<file path="config.mk">
export PLATFORM = sky130hd
export DESIGN_NAME = intc_dual
export DESIGN_NICKNAME = d
export VERILOG_FILES = /design/src/rtl/intc_dual_pkg.sv /design/src/rtl/intc_sync.sv /design/src/rtl/intc_pending.sv /design/src/rtl/intc_route.sv /design/src/rtl/intc_dual.sv
export SDC_FILE = /design/constraint.sdc
export NUM_CORES = 2
export LEC_CHECK = 0
export BUFFER_PORTS_ARGS = -buffer_cell sky130_fd_sc_hd__buf_2
export CELL_PAD_IN_SITES_DETAIL_PLACEMENT = 1
export CELL_PAD_IN_SITES_GLOBAL_PLACEMENT = 1
export CORE_MARGIN = 1.5
export CORE_UTILIZATION = 25
export CTS_CLUSTER_DIAMETER = 30
export CTS_CLUSTER_SIZE = 14
export DETAILED_ROUTE_END_ITERATION = 8
export MAX_ROUTING_LAYER = met4
export PLACE_DENSITY_LB_ADDON = 0.2
export SETUP_SLACK_MARGIN = 0.1
export SLEW_MARGIN = 10
export SYNTH_ARGS = -nofsm -noshare
export SYNTH_HDL_FRONTEND = slang
export SYNTH_SLANG_ARGS = --single-unit
</file>
<file path="constraint.sdc">
create_clock -name clk -period 3 [get_ports clk]
set_input_delay 0.15 -clock clk [delete_from_list [all_inputs] [get_ports clk]]
set_output_delay 0.15 -clock clk [all_outputs]
set_load 0.1 [all_outputs]
</file>
<file path="src/rtl/intc_dual_pkg.sv">
`timescale 1ns/1ps
package intc_dual_pkg;
  localparam int unsigned WORD_W       = 32;
  localparam int unsigned NUM_ARR      = 4;
  localparam int unsigned SUM_WORD     = 31;
  localparam int unsigned SUM_OUT0_LSB = 8;

  typedef logic [WORD_W-1:0] word_t;

  // order of the configuration arrays in window 0
  typedef enum int unsigned {
    ARR_TRIG  = 0,
    ARR_SENSE = 1,
    ARR_SEL   = 2,
    ARR_EN    = 3
  } cfg_arr_e;
endpackage

</file>
<file path="src/rtl/intc_sync.sv">
`timescale 1ns/1ps
module intc_sync #(
  parameter int unsigned WIDTH  = 224,
  parameter int unsigned STAGES = 2
) (
  input  logic             clk,
  input  logic             rst,
  input  logic [WIDTH-1:0] din,
  output logic [WIDTH-1:0] cur,
  output logic [WIDTH-1:0] prv
);
  // STAGES synchroniser flops plus one history flop for edge detection
  logic [WIDTH-1:0] stg [STAGES+1];

  always_ff @(posedge clk) begin
    if (rst) begin
      for (int i = 0; i <= STAGES; i++) stg[i] <= '0;
    end else begin
      stg[0] <= din;
      for (int i = 1; i <= STAGES; i++) stg[i] <= stg[i-1];
    end
  end

  assign cur = stg[STAGES-1];
  assign prv = stg[STAGES];
endmodule

</file>
<file path="src/rtl/intc_pending.sv">
`timescale 1ns/1ps
module intc_pending #(
  parameter int unsigned WIDTH = 224
) (
  input  logic             clk,
  input  logic             rst,
  input  logic [WIDTH-1:0] cur,
  input  logic [WIDTH-1:0] prv,
  input  logic [WIDTH-1:0] trig,
  input  logic [WIDTH-1:0] sense,
  input  logic [WIDTH-1:0] clr,
  output logic [WIDTH-1:0] pend,
  output logic [WIDTH-1:0] edge_pend
);
  logic [WIDTH-1:0] rise, fall, det;

  assign rise = cur & ~prv;
  assign fall = ~cur & prv;
  assign det  = trig & ((rise & ~sense) | (fall & sense));

  // a new edge wins over an acknowledge in the same cycle;
  // leaving edge mode drops any stale latch
  always_ff @(posedge clk) begin
    if (rst) edge_pend <= '0;
    else     edge_pend <= ((edge_pend & ~clr) | det) & trig;
  end

  assign pend = (trig & edge_pend) | (~trig & (cur ^ sense));
endmodule

</file>
<file path="src/rtl/intc_route.sv">
`timescale 1ns/1ps
module intc_route
  import intc_dual_pkg::*;
#(
  parameter int unsigned NUM_GROUPS = 7,
  localparam int unsigned NUM_LINES = NUM_GROUPS * WORD_W
) (
  input  logic                  clk,
  input  logic                  rst,
  input  logic [NUM_LINES-1:0]  pend,
  input  logic [NUM_LINES-1:0]  en,
  input  logic [NUM_LINES-1:0]  to0,
  output logic [NUM_LINES-1:0]  ms0,
  output logic [NUM_LINES-1:0]  ms1,
  output logic [NUM_GROUPS-1:0] sum0,
  output logic [NUM_GROUPS-1:0] sum1,
  output logic                  irq0,
  output logic                  irq1
);
  assign ms0 = pend & en & to0;
  assign ms1 = pend & en & ~to0;

  for (genvar g = 0; g < NUM_GROUPS; g++) begin : g_grp
    assign sum0[g] = |ms0[g*WORD_W +: WORD_W];
    assign sum1[g] = |ms1[g*WORD_W +: WORD_W];
  end

  always_ff @(posedge clk) begin
    if (rst) begin
      irq0 <= 1'b0;
      irq1 <= 1'b0;
    end else begin
      irq0 <= |sum0;
      irq1 <= |sum1;
    end
  end
endmodule

</file>
<file path="src/rtl/intc_dual.sv">
`timescale 1ns/1ps
module intc_dual
  import intc_dual_pkg::*;
#(
  parameter int unsigned NUM_GROUPS  = 7,
  parameter int unsigned ADDR_W      = 8,
  parameter int unsigned SYNC_STAGES = 2,
  localparam int unsigned NUM_LINES  = NUM_GROUPS * WORD_W
) (
  input  logic                 clk,
  input  logic                 rst,
  input  logic                 bus_win,
  input  logic                 bus_wr,
  input  logic [ADDR_W-1:0]    bus_addr,
  input  logic [WORD_W-1:0]    bus_wdata,
  output logic [WORD_W-1:0]    bus_rdata,
  input  logic [NUM_LINES-1:0] irq_in,
  output logic                 irq_out0,
  output logic                 irq_out1
);
  localparam int unsigned WIDX_W = ADDR_W - 2;

  logic [WIDX_W-1:0] widx;
  logic              aligned;
  assign widx    = bus_addr[ADDR_W-1:2];
  assign aligned = (bus_addr[1:0] == 2'b00);

  word_t cfg_q [NUM_ARR][NUM_GROUPS];

  logic [NUM_LINES-1:0] trig_v, sense_v, sel_v, en_v, clr_v;
  logic [NUM_LINES-1:0] cur_v, prv_v, pend_v, edge_pend_v, ms0_v, ms1_v;
  logic [NUM_GROUPS-1:0] sum0, sum1;

  // flatten configuration words and decode acknowledge writes
  for (genvar g = 0; g < NUM_GROUPS; g++) begin : g_flat
    assign trig_v [g*WORD_W +: WORD_W] = cfg_q[ARR_TRIG][g];
    assign sense_v[g*WORD_W +: WORD_W] = cfg_q[ARR_SENSE][g];
    assign sel_v  [g*WORD_W +: WORD_W] = cfg_q[ARR_SEL][g];
    assign en_v   [g*WORD_W +: WORD_W] = cfg_q[ARR_EN][g];
    assign clr_v  [g*WORD_W +: WORD_W] =
      (bus_wr && bus_win && aligned && (int'(widx) == g)) ? bus_wdata : '0;
  end

  always_ff @(posedge clk) begin
    if (rst) begin
      for (int a = 0; a < NUM_ARR; a++)
        for (int g = 0; g < NUM_GROUPS; g++)
          cfg_q[a][g] <= '0;
    end else if (bus_wr && !bus_win && aligned) begin
      for (int a = 0; a < NUM_ARR; a++)
        for (int g = 0; g < NUM_GROUPS; g++)
          if (int'(widx) == a * NUM_GROUPS + g) cfg_q[a][g] <= bus_wdata;
    end
  end

  // read path
  word_t summ, rd_d;

  always_comb begin
    summ = '0;
    summ[NUM_GROUPS-1:0]             = sum1;
    summ[SUM_OUT0_LSB +: NUM_GROUPS] = sum0;
  end

  always_comb begin
    rd_d = '0;
    if (aligned) begin
      if (!bus_win) begin
        for (int a = 0; a < NUM_ARR; a++)
          for (int g = 0; g < NUM_GROUPS; g++)
            if (int'(widx) == a * NUM_GROUPS + g) rd_d = cfg_q[a][g];
      end else begin
        for (int g = 0; g < NUM_GROUPS; g++) begin
          if (int'(widx) == NUM_GROUPS + g)     rd_d = ms1_v[g*WORD_W +: WORD_W];
          if (int'(widx) == 2 * NUM_GROUPS + g) rd_d = ms0_v[g*WORD_W +: WORD_W];
        end
        if (int'(widx) == SUM_WORD) rd_d = summ;
      end
    end
  end

  always_ff @(posedge clk) begin
    if (rst) bus_rdata <= '0;
    else     bus_rdata <= rd_d;
  end

  intc_sync #(.WIDTH(NUM_LINES), .STAGES(SYNC_STAGES)) u_sync (
    .clk (clk),
    .rst (rst),
    .din (irq_in),
    .cur (cur_v),
    .prv (prv_v)
  );

  intc_pending #(.WIDTH(NUM_LINES)) u_pend (
    .clk       (clk),
    .rst       (rst),
    .cur       (cur_v),
    .prv       (prv_v),
    .trig      (trig_v),
    .sense     (sense_v),
    .clr       (clr_v),
    .pend      (pend_v),
    .edge_pend (edge_pend_v)
  );

  intc_route #(.NUM_GROUPS(NUM_GROUPS)) u_route (
    .clk  (clk),
    .rst  (rst),
    .pend (pend_v),
    .en   (en_v),
    .to0  (sel_v),
    .ms0  (ms0_v),
    .ms1  (ms1_v),
    .sum0 (sum0),
    .sum1 (sum1),
    .irq0 (irq_out0),
    .irq1 (irq_out1)
  );
endmodule

</file>
# [After elaboration in Yosys (flattened, before gate mapping)]
# Memory sizes are Yosys's and may differ from the RTL's.
# Index checks and enable logic that the tools add are counted.
# Widths: inputs -> output; s select.
[op_classes] muxes=197 eq_ne=34 n_reduce_logical=32 n_bitwise=54
[ops] op="$and 224x224->224" count=12
[ops] op="$mux 32" count=79
[ops] op="$not 224->224" count=6
[ops] op="$mux 224" count=3
[ops] op="$or 224x224->224" count=3
[ops] op="$reduce_or 224->1" count=2
[ops] op="$reduce_or 32->1" count=14
[ops] op="$xor 224x224->224" count=1
[ops] op="$mux 1" count=115
[ops] op="$eq 6x5->1 const B" count=13
[ops] op="$eq 6x4->1 const B" count=11
[ops] op="$eq 6x3->1 const B" count=6
[ops] op="$or 1x1->1" count=31
[ops] op="$eq 6x2->1 const B" count=3
[ops] op="$logic_not 6->1" count=2
[ops] op="$logic_and 1x1->1" count=11
[ops] op="$eq 6x1->1 const B" count=1
[ops] op="$logic_not 2->1" count=1
[ops] op="$reduce_or 2->1" count=1
[ops] op="$logic_not 1->1" count=1
[ops] op="$not 1->1" count=1
[word_totals] output_inout_bits=34 mem_count=2 reg_bits=258 wordCells=323 ramBits=1568 in_bits=268
[mem_list] name="cfg_q" depth=4 word_bits=224 read_ports=4 rd_clocked_by_memory_dff=0 write_ports=4 line_no="intc_dual.sv:28" text="word_t cfg_q [NUM_ARR][NUM_GROUPS];"
[mem_list] name="u_sync.stg" depth=3 word_bits=224 read_ports=3 rd_clocked_by_memory_dff=0 write_ports=3 line_no="intc_sync.sv:13" text="logic [WIDTH-1:0] stg [STAGES+1];"

# [Logic depth before layout (Yosys ltp)]
[logic_depth] word_depth=30 depth_mapped=13 mapped_depth_nobuf=8

# [Hierarchy]
# Synthesis repeated with hierarchy kept, for this count alone.
[hier_totals] hier_cells=8421 area_unflattened_um2=89042.9
[modules_own_cells] mod="intc_dual" area_each_um2=44666.6 cells_per_inst=3674 seq_area_each_um2=27546.4 n_inst=1
[modules_own_cells] mod="intc_sync" area_each_um2=21466.8 cells_per_inst=1867 seq_area_each_um2=13452.9 n_inst=1
[modules_own_cells] mod="intc_pending" area_each_um2=17894.7 cells_per_inst=2041 seq_area_each_um2=4484.3 n_inst=1
[modules_own_cells] mod="intc_route" area_each_um2=5014.8 cells_per_inst=839 seq_area_each_um2=40.0 n_inst=1

# [Least setup slack after synthesis]
# No wires, ideal clock.
[synth_timing] path_kind="input -> register" from="input port bus_addr[3]" to="memory cfg_q[2][0] in the netlist's numbering (enable)" n_path_buf=5 required_time_ps=2612 arrival_time_ps=2350 stages=8 setup_ps=388 setup_slack_ps=262 cell_sequence="buf_2 -> or2_2 -> clkbuf_1 -> nor2_1 -> buf_2 -> buf_2 -> buf_2 -> a21o_1"
[synth_rtl] item="start: declaration" line_no="intc_dual.sv:14" text="input logic [ADDR_W-1:0] bus_addr,"
[synth_rtl] item="end: declaration" line_no="intc_dual.sv:28"

==> summary.md <==
| Metric | Value |
|---|---|
| Most common cell after layout, fill and taps aside | buf_4 |
| Yosys cell types | 86 |
| Max Root-Sink Buffers | 4 |
| Flop pwr share | 0.301 |
| Final setup margin | -0.0395 ns |
| Hold Violations, Final | 0 |
| Hold Path Class | in -> reg |
| Multiplexer share of the synthesized area | 0.0111 |
| Worst path cell trace | nor2b_1, o311a_1, buf_12, nand2b_1, o2111ai_1, nor4_2, nand4_1, buf_6, o21ai_1, buf_4, o22ai_1 |
| First-pass GRT wire length | 859000 um |
| Die ar. | 0.329 mm2 |
| Post-route ant nets | 0 |
| Post-Route WL | 676000 um |
| Die Span X | 574 um |
| Post-Syn Area per Cell | 10.5 um2 |
| Final min period | 3.04 ns |
| Violated checks | design-rule violations, negative setup slack |
| Fillers | 35212 |
| Main flop type after synthesis | dfxtp_1 |
| Slowest CP cell | edfxtp_1 |
| I/O Pins | 302 |
| Post-Synth Simple-Gate Area | 0.239 |
| Worst path max stage delay | 0.40 ns |
| Clock power frac | 0.601 |
| Relative slew slack | 0.145 |
| Worst-path clk slew | 0.04 ns |
| Dpl ws | -0.936 ns |
| Pwr dens | 731 mW/mm2 |
| Row cnt | 209 |
| Slew Viols, Final | 0 |
| Largest net degree at the start of global routing | 175 |
| Design internal power | 69600 uW |
| Sw Ratio | 0.264 |
| Outcome | finished with violations |
| Placeable Area | 0.324 mm2 |
| VDD IR max | 0.621 mV |
| Flip-flop and latch area | 0.0455 mm2 |
| Synthesis-to-finish area growth | 58.7% |
| CTS tree | built |
| CTS Root Cell | clkbuf_16 |
| Initial Util | 0.251 |
| Clk_lat worst skew | 1.05 ns |
| Post-synth EDFFs | 896 |
| I/O Buffers | 301 |
| Yosys reg bits | 1826 |
| Clock Sink Count | 1826 |
| Post-Syn Nets | 8027 |
| Post-Synth Adder-Cell Area | 0 |
| Net switching power | 25000 uW |
| Area leader, netlist | edfxtp_1 |
| Leakage | 0.0508 uW |
| Final instance area | 0.129 mm2 |
| Via density | 5.38 |
| FMAX | 329 MHz |
| Max_cap viols | 0 |
| Logic gate share of total power | 0.097 |
| Crit path kind | reg -> reg |
| Worst-Margin Slew | 1.28 ns |
| Clock skew | 0.0595 ns |
| DR pass1 iterations | 8 |
| Area after DPL | 0.105 mm2 |
| Post-Syn Area | 0.0815 mm2 |
| Multi-input gate area | 0.0346 mm2 |
| Complex-gate fraction of the synthesized area | 0.152 |
| Vias in the first global route | 86050 |
| Crit end category | register |
| DRT iter0 DRCs | 8587 |
| H-tree levels | 6 |
| Synth Area in XOR/XNOR | 0.00795 |
| Initial antenna violation count | 89 |
| WP data required | 3.86 ns |
| Most frequent cells in the layout | buf_4 (1797), nor2b_1 (1191), dfxtp_1 (923) |
| Fin nets | 10951 |
| Synth async-reset ratio | 0 |
| RSZ-0062 raised after global routing | true |
| Cells after Synth | 7759 |
| Endpoints failing setup | 3 |
| Crit share post-route | 1.01 |
| GPL Wtd Cong | 1.06 |
| Detailed placement HPWL | 543000 um |
| Min Hold Slack | 0.0301 ns |
| Global route overflow | 0 |
| Arr. time, crit path | 3.90 ns |
| GRT Overall Usage | 0.411 |
| Crit path launch type | register |
| Ratio of cells with drive above 1 in the final layout | 0.305 |
| DIE HEIGHT | 574 um |
| Register area share after synthesis | 0.559 |
| Share of the synthesized area in the top cell type | 0.330 |
| Num CTS Buffers | 531 |
| Largest family of logic cells by synthesized area | simple AND/OR/NAND/NOR gates |
| Wirelength per Cell | 43.6 um |
| Worst Path Max Fanout | 3 |
| Total Power | 94600 uW |
| Vias | 83339 |
| DRC | 36 |
| Area contributors post-synth | edfxtp_1 (33%), dfxtp_1 (23%), nor2b_1 (9.2%), and2_1 (3.7%), a221oi_1 (3.0%) |
| Yosys warning total | 0 |
| Layout Utilization | 0.399 |
-- area by class of cell --
class / instances / share of cell area
Sequential cell: 1826 / 0.352
Tap cell: 4325 / 0.0418
Antenna cell: 52 / 0.00101
Inverter: 180 / 0.00522
Clock buffer: 738 / 0.118
Multi-Input combinational cell: 5300 / 0.267
Timing Repair Buffer: 2844 / 0.192
Clock inverter: 236 / 0.0234
-- layer usage --
metal | up-vias | GRT usage | part of all wire
li1 | 34518 | - | -
met5 | - | - | 0
met3 | 1353 | 0.0580 | 0.054
met4 | 0 | 0.323 | 0.094
met2 | 3968 | 0.654 | 0.46
met1 | 43500 | 0.467 | 0.39
-- worst paths after layout --
kind | cells past startpoint | slack, ns | end | startpoint
setup / recovery | 11 | -0.04 | bus_rdata[1]$_SDFF_PP0_ | cfg_q[1][188]$_DFFE_PP_
hold / removal | 3 | 0.03 | u_sync.stg[0][188]$_SDFF_PP0_ | irq_in[188]
setup reg to reg | 11 | -0.04 | bus_rdata[1]$_SDFF_PP0_ | cfg_q[1][188]$_DFFE_PP_
hold reg to reg | 1 | 0.43 | u_sync.stg[0][377]$_SDFF_PP0_ | u_sync.stg[0][153]$_SDFF_PP0_
-- power by group through the flow --
stage | Combinational, uW | Sequential (uW) | Clock [uW]
floorplan | 2430 | 28300 | 0
global placement | 8150 | 28800 | 0
detailed placement | 8210 | 28900 | 0
CTS | 8840 | 28500 | 57400
global route | 9210 | 28500 | 58800
finish | 9210 | 28500 | 56900
-- flip-flops by register name, summed over array words and instances, names as in the netlist --
name and cells:
cfg_q 896, u_sync.stg 672, u_pend.edge_pend 224, bus_rdata 32, u_route.irq0 1, u_route.irq1 1
-- through the flow --
stage,std cells,TNS [ns]
floorplan,7759,0
global placement,13924,-48.41
detailed placement,13926,-36.66
CTS,15420,0
global route,15467,-0.0923
finish,15501,-0.0748
-- kinds of logic after synthesis --
logic type,Yosys count
AO/OA/AOI/OAI,1759
XOR/XNOR,74
buffers and inverters,633
flip-flops,1826
multiplexers,84
AND/OR/NAND/NOR,3383
-- repair_timing --
action / CTS / global route
resized for setup: 97 / 110
setup endpoints to repair: 16 / 18
setup buffers: 15 / 29
hold buffers: 505 / 0
pin swaps: 20 / 23
endpoints found under the hold margin: 799 / 0
-- Yosys cell counts (21+ instances only) --
library cell	n
a211oi_1	39
a21o_1	34
a21oi_1	287
a221oi_1	275
a22oi_1	88
a31oi_1	43
and2_1	484
buf_1	25
buf_2	112
clkbuf_1	307
dfxtp_1	930
edfxtp_1	896
inv_1	179
mux2_2	21
mux2i_1	60
nand2_1	511
nand2b_1	218
nand3_1	74
nand4_1	62
nor2_1	290
nor2b_1	1198
nor3_1	111
nor3b_1	301
nor4_1	34
o2111ai_1	81
o211ai_1	54
o21ai_0	290
o221ai_1	35
o22ai_1	219
o311a_1	25
o311ai_0	97
or3_1	29
xnor2_1	38
xor2_1	36
-- critical path, delay by kind of cell, from the launching register on --
kind,cells,cell delay (ns)
flip-flops,1,0.40
AO/OA/AOI/OAI,4,0.90
AND/OR/NAND/NOR,4,1.05
buffers and inverters,3,0.49
No activity file was read; power rests on OpenSTA's default activity.
